**src/rtl/vic_pkg.sv**
```systemverilog
package vic_pkg;
  localparam int OFS_STAT = 'h000;
  localparam int OFS_PEND = 'h004;
  localparam int OFS_EN   = 'h008;
  localparam int OFS_ACK  = 'h00C;
  localparam int OFS_SET  = 'h010;
  localparam int OFS_CLR  = 'h014;
  localparam int OFS_VEC  = 'h018;
  localparam int OFS_CTL  = 'h01C;
  localparam int OFS_MODE = 'h020;
  localparam int OFS_TAB  = 'h100;
endpackage

```
**src/rtl/vic_edge_capture.sv**
```systemverilog
module vic_edge_capture #(
  parameter int N = 32
) (
  input  logic         clk,
  input  logic         rst_n,
  input  logic [N-1:0] src,
  input  logic [N-1:0] ack_mask,
  output logic [N-1:0] status,
  output logic [N-1:0] rise
);
  logic [N-1:0] prev_q, status_q;

  function automatic logic [N-1:0] next_status(input logic [N-1:0] cur,
                                               input logic [N-1:0] clr,
                                               input logic [N-1:0] setb);
    return (cur & ~clr) | setb;
  endfunction

  assign rise   = src & ~prev_q;
  assign status = status_q;

  always_ff @(posedge clk) begin
    if (!rst_n) begin
      prev_q   <= '0;
      status_q <= '0;
    end else begin
      prev_q   <= src;
      status_q <= next_status(status_q, ack_mask, rise);
    end
  end

  p_edge_sets_r1: assert property (@(posedge clk) disable iff (!rst_n)
    (rise != '0) |=> ((status_q & $past(rise)) == $past(rise)));

  p_ack_clears_r2: assert property (@(posedge clk) disable iff (!rst_n)
    ((ack_mask & ~rise) != '0) |=> ((status_q & $past(ack_mask & ~rise)) == '0));
endmodule

```
**src/rtl/vic_enable.sv**
```systemverilog
module vic_enable #(
  parameter int N = 32
) (
  input  logic         clk,
  input  logic         rst_n,
  input  logic         wr_direct,
  input  logic         wr_set,
  input  logic         wr_clr,
  input  logic [N-1:0] wdata,
  output logic [N-1:0] en
);
  logic [N-1:0] en_q;

  function automatic logic [N-1:0] apply(input logic [N-1:0] cur, input logic [N-1:0] d,
                                         input logic dir, input logic s, input logic c);
    logic [N-1:0] r;
    r = dir ? d : cur;
    if (s) r = r | d;
    if (c) r = r & ~d;
    return r;
  endfunction

  always_ff @(posedge clk) begin
    if (!rst_n) en_q <= '0;
    else        en_q <= apply(en_q, wdata, wr_direct, wr_set, wr_clr);
  end

  assign en = en_q;

  p_set_alias_r4: assert property (@(posedge clk) disable iff (!rst_n)
    wr_set |=> ((en_q & $past(wdata)) == $past(wdata)));

  p_clr_alias_r5: assert property (@(posedge clk) disable iff (!rst_n)
    wr_clr |=> ((en_q & $past(wdata)) == '0));

  p_set_keeps_r4: assert property (@(posedge clk) disable iff (!rst_n)
    wr_set |=> ((en_q & ~$past(wdata)) == ($past(en_q) & ~$past(wdata))));
endmodule

```
**src/rtl/vic_prio.sv**
```systemverilog
module vic_prio #(
  parameter int N  = 32,
  parameter int IW = $clog2(N)
) (
  input  logic          clk,
  input  logic          rst_n,
  input  logic [N-1:0]  pend,
  output logic          vld,
  output logic [IW-1:0] idx
);
  function automatic logic [IW-1:0] lowest_set(input logic [N-1:0] v);
    logic [IW-1:0] r;
    r = '0;
    for (int i = N - 1; i >= 0; i--) begin
      if (v[i]) r = IW'(i);
    end
    return r;
  endfunction

  assign vld = |pend;
  assign idx = lowest_set(pend);

  p_vec_lowest_r7: assert property (@(posedge clk) disable iff (!rst_n)
    vld |-> (pend[idx] && ((pend & ((N'(1) << idx) - N'(1))) == '0)));
endmodule

```
**src/rtl/vic_top.sv**
```systemverilog
module vic_top #(
  parameter int          NUM_SRC   = 32,
  parameter int          ADDR_W    = 12,
  parameter logic [31:0] VEC_RESET = 32'h10
) (
  input  logic               clk,
  input  logic               rst_n,
  input  logic [NUM_SRC-1:0] irq_src,
  input  logic               bus_sel,
  input  logic               bus_we,
  input  logic [ADDR_W-1:0]  bus_addr,
  input  logic [31:0]        bus_wdata,
  output logic [31:0]        bus_rdata,
  output logic               irq_out
);
  import vic_pkg::*;

  localparam int IW      = (NUM_SRC > 1) ? $clog2(NUM_SRC) : 1;
  localparam int TAB_END = OFS_TAB + 4 * NUM_SRC;

  logic               wr, rd;
  logic               wr_en, wr_set, wr_clr, wr_ack, wr_ctl, wr_mode, wr_tab;
  logic [NUM_SRC-1:0] ack_mask, status, rise, enable, pending, mode_q;
  logic               tab_hit, prio_vld, me_q, he_q;
  logic [IW-1:0]      tab_idx, prio_idx;
  logic [31:0]        vtab [NUM_SRC];

  function automatic logic hit(input logic [ADDR_W-1:0] a, input int ofs);
    return a == ADDR_W'(ofs);
  endfunction

  assign wr      = bus_sel & bus_we;
  assign rd      = bus_sel & ~bus_we;
  assign tab_hit = (32'(bus_addr) >= OFS_TAB) && (32'(bus_addr) < TAB_END);
  assign tab_idx = IW'((32'(bus_addr) - OFS_TAB) >> 2);
  assign wr_en   = wr & hit(bus_addr, OFS_EN);
  assign wr_set  = wr & hit(bus_addr, OFS_SET);
  assign wr_clr  = wr & hit(bus_addr, OFS_CLR);
  assign wr_ack  = wr & hit(bus_addr, OFS_ACK);
  assign wr_ctl  = wr & hit(bus_addr, OFS_CTL);
  assign wr_mode = wr & hit(bus_addr, OFS_MODE);
  assign wr_tab  = wr & tab_hit;
  assign ack_mask = wr_ack ? bus_wdata[NUM_SRC-1:0] : '0;

  vic_edge_capture #(.N(NUM_SRC)) u_cap (
    .clk(clk), .rst_n(rst_n), .src(irq_src), .ack_mask(ack_mask),
    .status(status), .rise(rise)
  );

  vic_enable #(.N(NUM_SRC)) u_en (
    .clk(clk), .rst_n(rst_n), .wr_direct(wr_en), .wr_set(wr_set), .wr_clr(wr_clr),
    .wdata(bus_wdata[NUM_SRC-1:0]), .en(enable)
  );

  assign pending = status & enable;

  vic_prio #(.N(NUM_SRC), .IW(IW)) u_prio (
    .clk(clk), .rst_n(rst_n), .pend(pending), .vld(prio_vld), .idx(prio_idx)
  );

  always_ff @(posedge clk) begin
    if (!rst_n) begin
      me_q   <= 1'b0;
      he_q   <= 1'b0;
      mode_q <= '0;
    end else begin
      if (wr_ctl) begin
        me_q <= bus_wdata[0];
        he_q <= he_q | bus_wdata[1];
      end
      if (wr_mode) mode_q <= bus_wdata[NUM_SRC-1:0];
    end
  end

  for (genvar g = 0; g < NUM_SRC; g++) begin : g_tab
    always_ff @(posedge clk) begin
      if (!rst_n)                                vtab[g] <= VEC_RESET;
      else if (wr_tab && tab_idx == IW'(g))      vtab[g] <= bus_wdata;
    end
  end

  assign irq_out = me_q & he_q & prio_vld;

  always_comb begin
    bus_rdata = '0;
    if (rd) begin
      if      (hit(bus_addr, OFS_STAT)) bus_rdata = 32'(status);
      else if (hit(bus_addr, OFS_PEND)) bus_rdata = 32'(pending);
      else if (hit(bus_addr, OFS_EN))   bus_rdata = 32'(enable);
      else if (hit(bus_addr, OFS_VEC))  bus_rdata = prio_vld ? 32'(prio_idx) : '1;
      else if (hit(bus_addr, OFS_CTL))  bus_rdata = {30'd0, he_q, me_q};
      else if (hit(bus_addr, OFS_MODE)) bus_rdata = 32'(mode_q);
      else if (tab_hit)                 bus_rdata = vtab[tab_idx];
    end
  end

  p_hw_sticky_r8: assert property (@(posedge clk) disable iff (!rst_n)
    he_q |=> he_q);

  p_irq_needs_pending_r9: assert property (@(posedge clk) disable iff (!rst_n)
    irq_out |-> (pending[prio_idx] && me_q));

  p_wo_reads_zero_r11: assert property (@(posedge clk) disable iff (!rst_n)
    (rd && (hit(bus_addr, OFS_ACK) || hit(bus_addr, OFS_SET) || hit(bus_addr, OFS_CLR)))
      |-> (bus_rdata == '0));
endmodule

```
**config.mk**
```make
export PLATFORM = sky130hd
export DESIGN_NAME = vic_top
export DESIGN_NICKNAME = d
export VERILOG_FILES = /design/src/rtl/vic_pkg.sv /design/src/rtl/vic_edge_capture.sv /design/src/rtl/vic_enable.sv /design/src/rtl/vic_prio.sv /design/src/rtl/vic_top.sv
export SDC_FILE = /design/constraint.sdc
export NUM_CORES = 2
export LEC_CHECK = 0
export BUFFER_PORTS_ARGS = -buffer_cell sky130_fd_sc_hd__buf_2
export CAP_MARGIN = 5
export CORE_ASPECT_RATIO = 0.5
export CORE_UTILIZATION = 55
export DETAILED_ROUTE_END_ITERATION = 7
export GPL_TIMING_DRIVEN = 0
export PLACE_DENSITY_LB_ADDON = 0.2
export SLEW_MARGIN = 30
export SYNTH_ARGS = -nofsm -noshare
export SYNTH_HDL_FRONTEND = slang
export SYNTH_SLANG_ARGS = --single-unit
```
**constraint.sdc**
```tcl
create_clock -name clk -period 8.4 [get_ports clk]
set_input_delay 1.26 -clock clk [delete_from_list [all_inputs] [get_ports clk]]
set_output_delay 1.26 -clock clk [all_outputs]
set_load 0.01 [all_outputs]
```
==> results.toml <==
[synth]
yosysWarnings = 0
synth_xor_area_share_pct = 0
syn-num-nets = 3824
netlist.area_leader.share_pct = 57.6
ys_seq_area_share_pct = 62.4
ys_async_sr_fraction_pct = 0
synth.distinct_cells = 60
synthAdderAreaFrac_pct = 0
muxShareOfSynthArea_pct = 13.3
synth_compound_area_share_pct = 4.68
avgSynthCellArea_sq_um = 14.3
synth-seq-cells = 1154
synth_area_leaders = "edfxtp_1 (58%), mux4_2 (13%), and2_1 (12%), dfxtp_1 (4.9%), clkbuf_1 (1.8%)"
ys.flop_type = "edfxtp_1"
synth-edff-count = 1024
synth_area_leader_cell = "edfxtp_1"
yosysMostFrequentCell = "and2_1"
synth_top_family_by_area = "simple AND/OR/NAND/NOR gates"
syn_inst = 3744
syn_area_sq_mm = 0.0534
synthSimpleGateAreaFrac_pct = 16.3
yosys-top-cells-count = "and2_1 (1031), edfxtp_1 (1024), mux4_2 (298), clkbuf_1 (257), nand2_1 (205)"

[final_layout]
final-seq-area_sq_mm = 0.0334
design_area_sq_mm = 0.0610
multi_input_area_sq_mm = 0.0187
areaGrowthSynthToFinish_pct = 14.1
drive_gt1_share_pct = 19.6
num-nets-final = 4079
fill_cells = 6930

[cts]
cts_tree = "done"
cts_hold_buf = 0
post_cts_resize_count = 0
path_clk_slew_ps = 70
cts_setup_buffers = 0
htreeDepth = 3
clkSinkCount = 1154
cts_made_buffers = 102
clock_path_buffers = 3
root_buffer = "clkbuf_16"
clock_latency_ps = 750

[floorplanning]
rows = 80
io_pins = 113
core-area_sq_mm = 0.0958
die_w_um = 443
initial_utilization_pct = 55.8
fp.dieH_um = 222
die_area_sq_mm = 0.0985

[detailed_routing]
wirelength_met1_um = 75300
drc = 0
vias = 35700
met2_length_um = 80100
drt_iter0_drc = 6133
wl_per_cell_um = 36.1
route.met3.wl_um = 32000
vias_per_cell = 6.65
ant_nets = 0
routed_wirelength_um = 194000
drtPass1Iterations = 8
highest_layer = "met5"

[worst_setup_path]
crit_type = "input port to output pin"
crit_required_ps = 7140
cp.arrival_ps = 5780
cp_slowest_stage_delay_ps = 880
cp_num_buf_inv = 6
critPathTopFamily = "buffers and inverters"
worst_setup_path_start_kind = "input port"
crit_chain = "buf_2 -> buf_2 -> buf_2 -> buf_2 -> buf_2 -> mux4_2 -> mux2i_1 -> o22ai_1 -> a211oi_1 -> o22ai_1 -> buf_2"
slowest_stage = "a211oi_1"
cp_max_fo = 10
cpMostUsedCell = "buf_2"
critPathCaptureType = "output pin"

[global_route]
grt_use_total_pct = 39.6
antenna_found_initial = 21
overflow = 0
grt_pass1_wl_um = 265000
grt_pass1_vias = 33800
grt_max_degree = 17

[timing]
max_freq_mhz = 142
maxSlewHeadroom_pct = 26.5
fin_crit_ps = 7040
grt_setup_unrepaired = "no"
hold_viol = 0
worstMarginPinSlew_ps = 1100
hold_ws_ps = 472
final_max_slew_viol_count = 0
setup_violations = 0
period_share_pct = 83.8
tns_ps = 0
skew_ps = 14.0

[hold_path]
hold_class = "flop to flop"

[power_and_ir_drop]
switching_share_pct = 24.7
ir_worst_vdd_mv = 0.186
clockPowerShare_pct = 38.2
p_int_mw = 9.41
switchingPower_mw = 3.09
leakage_nw = 21.3
p_seq_share_pct = 52.6
p_per_area_mw_per_mm2 = 205
p_comb_share_pct = 9.1

[status]
status = "complete, no violations"

[placed_design]
dp_hpwl_um = 142000
globalplace.congestion = 1.02
place_area_sq_mm = 0.0576
port_buffers = 79

[job]
drv_cap = 0
## cells by family (layout without fill, tap and decap cells)
| logic type | after synthesis | in the layout |
|---|---|---|
| AO/OA/AOI/OAI | 367 | 367 |
| other | 0 | 9 |
| AND/OR/NAND/NOR | 1494 | 1494 |
| flip-flops | 1154 | 1154 |
| multiplexers | 340 | 340 |
| buffers and inverters | 389 | 733 |
## cell usage in the layout, fill, tap and decap left out, types with 73 or more instances in the layout
master	instances
nand2_1	205
clkbuf_1	250
clkbuf_16	104
buf_2	175
dfxtp_1	130
a21oi_1	79
nor2b_1	73
edfxtp_1	1024
mux4_2	298
and2_1	1031
## final cells by class
class | instances | share of cell area (%)
Clock inverter | 72 | 0.950
Antenna cell | 9 | 0.0369
Timing Repair Buffer | 151 | 3.70
Sequential cell | 1154 | 54.7
Inverter | 6 | 0.0369
Multi-Input combinational cell | 2201 | 30.6
Buffer | 383 | 2.90
Clock buffer | 121 | 4.41
Tap cell | 1271 | 2.61
## worst paths after layout
| check | from | cells after the start | to | slack [ps] |
|---|---|---|---|---|
| max reg2reg | u_en.en[15]$_SDFF_PN0_ | 2 | u_en.en[15]$_SDFF_PN0_ | 7460 |
| max | bus_addr[3] | 11 | bus_rdata[11] | 1360 |
| min | mode_q[0]$_SDFFE_PN0P_ | 2 | mode_q[0]$_SDFFE_PN0P_ | 470 |
| min reg2reg | mode_q[0]$_SDFFE_PN0P_ | 2 | mode_q[0]$_SDFFE_PN0P_ | 470 |
## through the flow
stage | total power [mW] | utilization (%) | instances | setup WS (ps)
after floorplan | 7.23 | - | 3744 | 3270
after global placement | 7.69 | 57.8 | 5094 | -1500
after detailed placement | 7.80 | 60.2 | 5166 | 1580
final | 12.5 | 63.6 | 5368 | 1360
after CTS | 12.4 | 63.6 | 5359 | 1570
after global routing | 12.7 | 63.6 | 5360 | 1560
## power groups by stage
| stage | clock, mW | sequential (mW) | combinational [mW] |
|---|---|---|---|
| 6_report | 4.78 | 6.58 | 1.14 |
| 5_1_grt | 4.95 | 6.60 | 1.16 |
| 2_1_floorplan | 0 | 6.68 | 0.552 |
| 3_3_place_gp | 0 | 6.73 | 0.958 |
| 3_5_place_dp | 0 | 6.70 | 1.09 |
| 4_1_cts | 4.75 | 6.58 | 1.10 |
## per-layer routing
metal  up-vias  GRT usage (%)
met3       383           16.9
met2      2722           55.0
li1      14300              -
met4         8           11.8
met5         -         0.0962
met1     18300           56.5
## worst reg2reg max path, delay by kind of cell, from the launching register on
kind	cells	cell delay (ps)
flip-flops	1	530
AO/OA/AOI/OAI	2	340
## sequential cells by signal, indices dropped and copies added, names as in the netlist
| register | count |
|---|---|
| vtab | 1024 |
| mode_q | 32 |
| u_cap.prev_q | 32 |
| u_cap.status | 32 |
| u_en.en | 32 |
| he_q | 1 |
| me_q | 1 |
No activity file was read; power rests on OpenSTA's default activity.
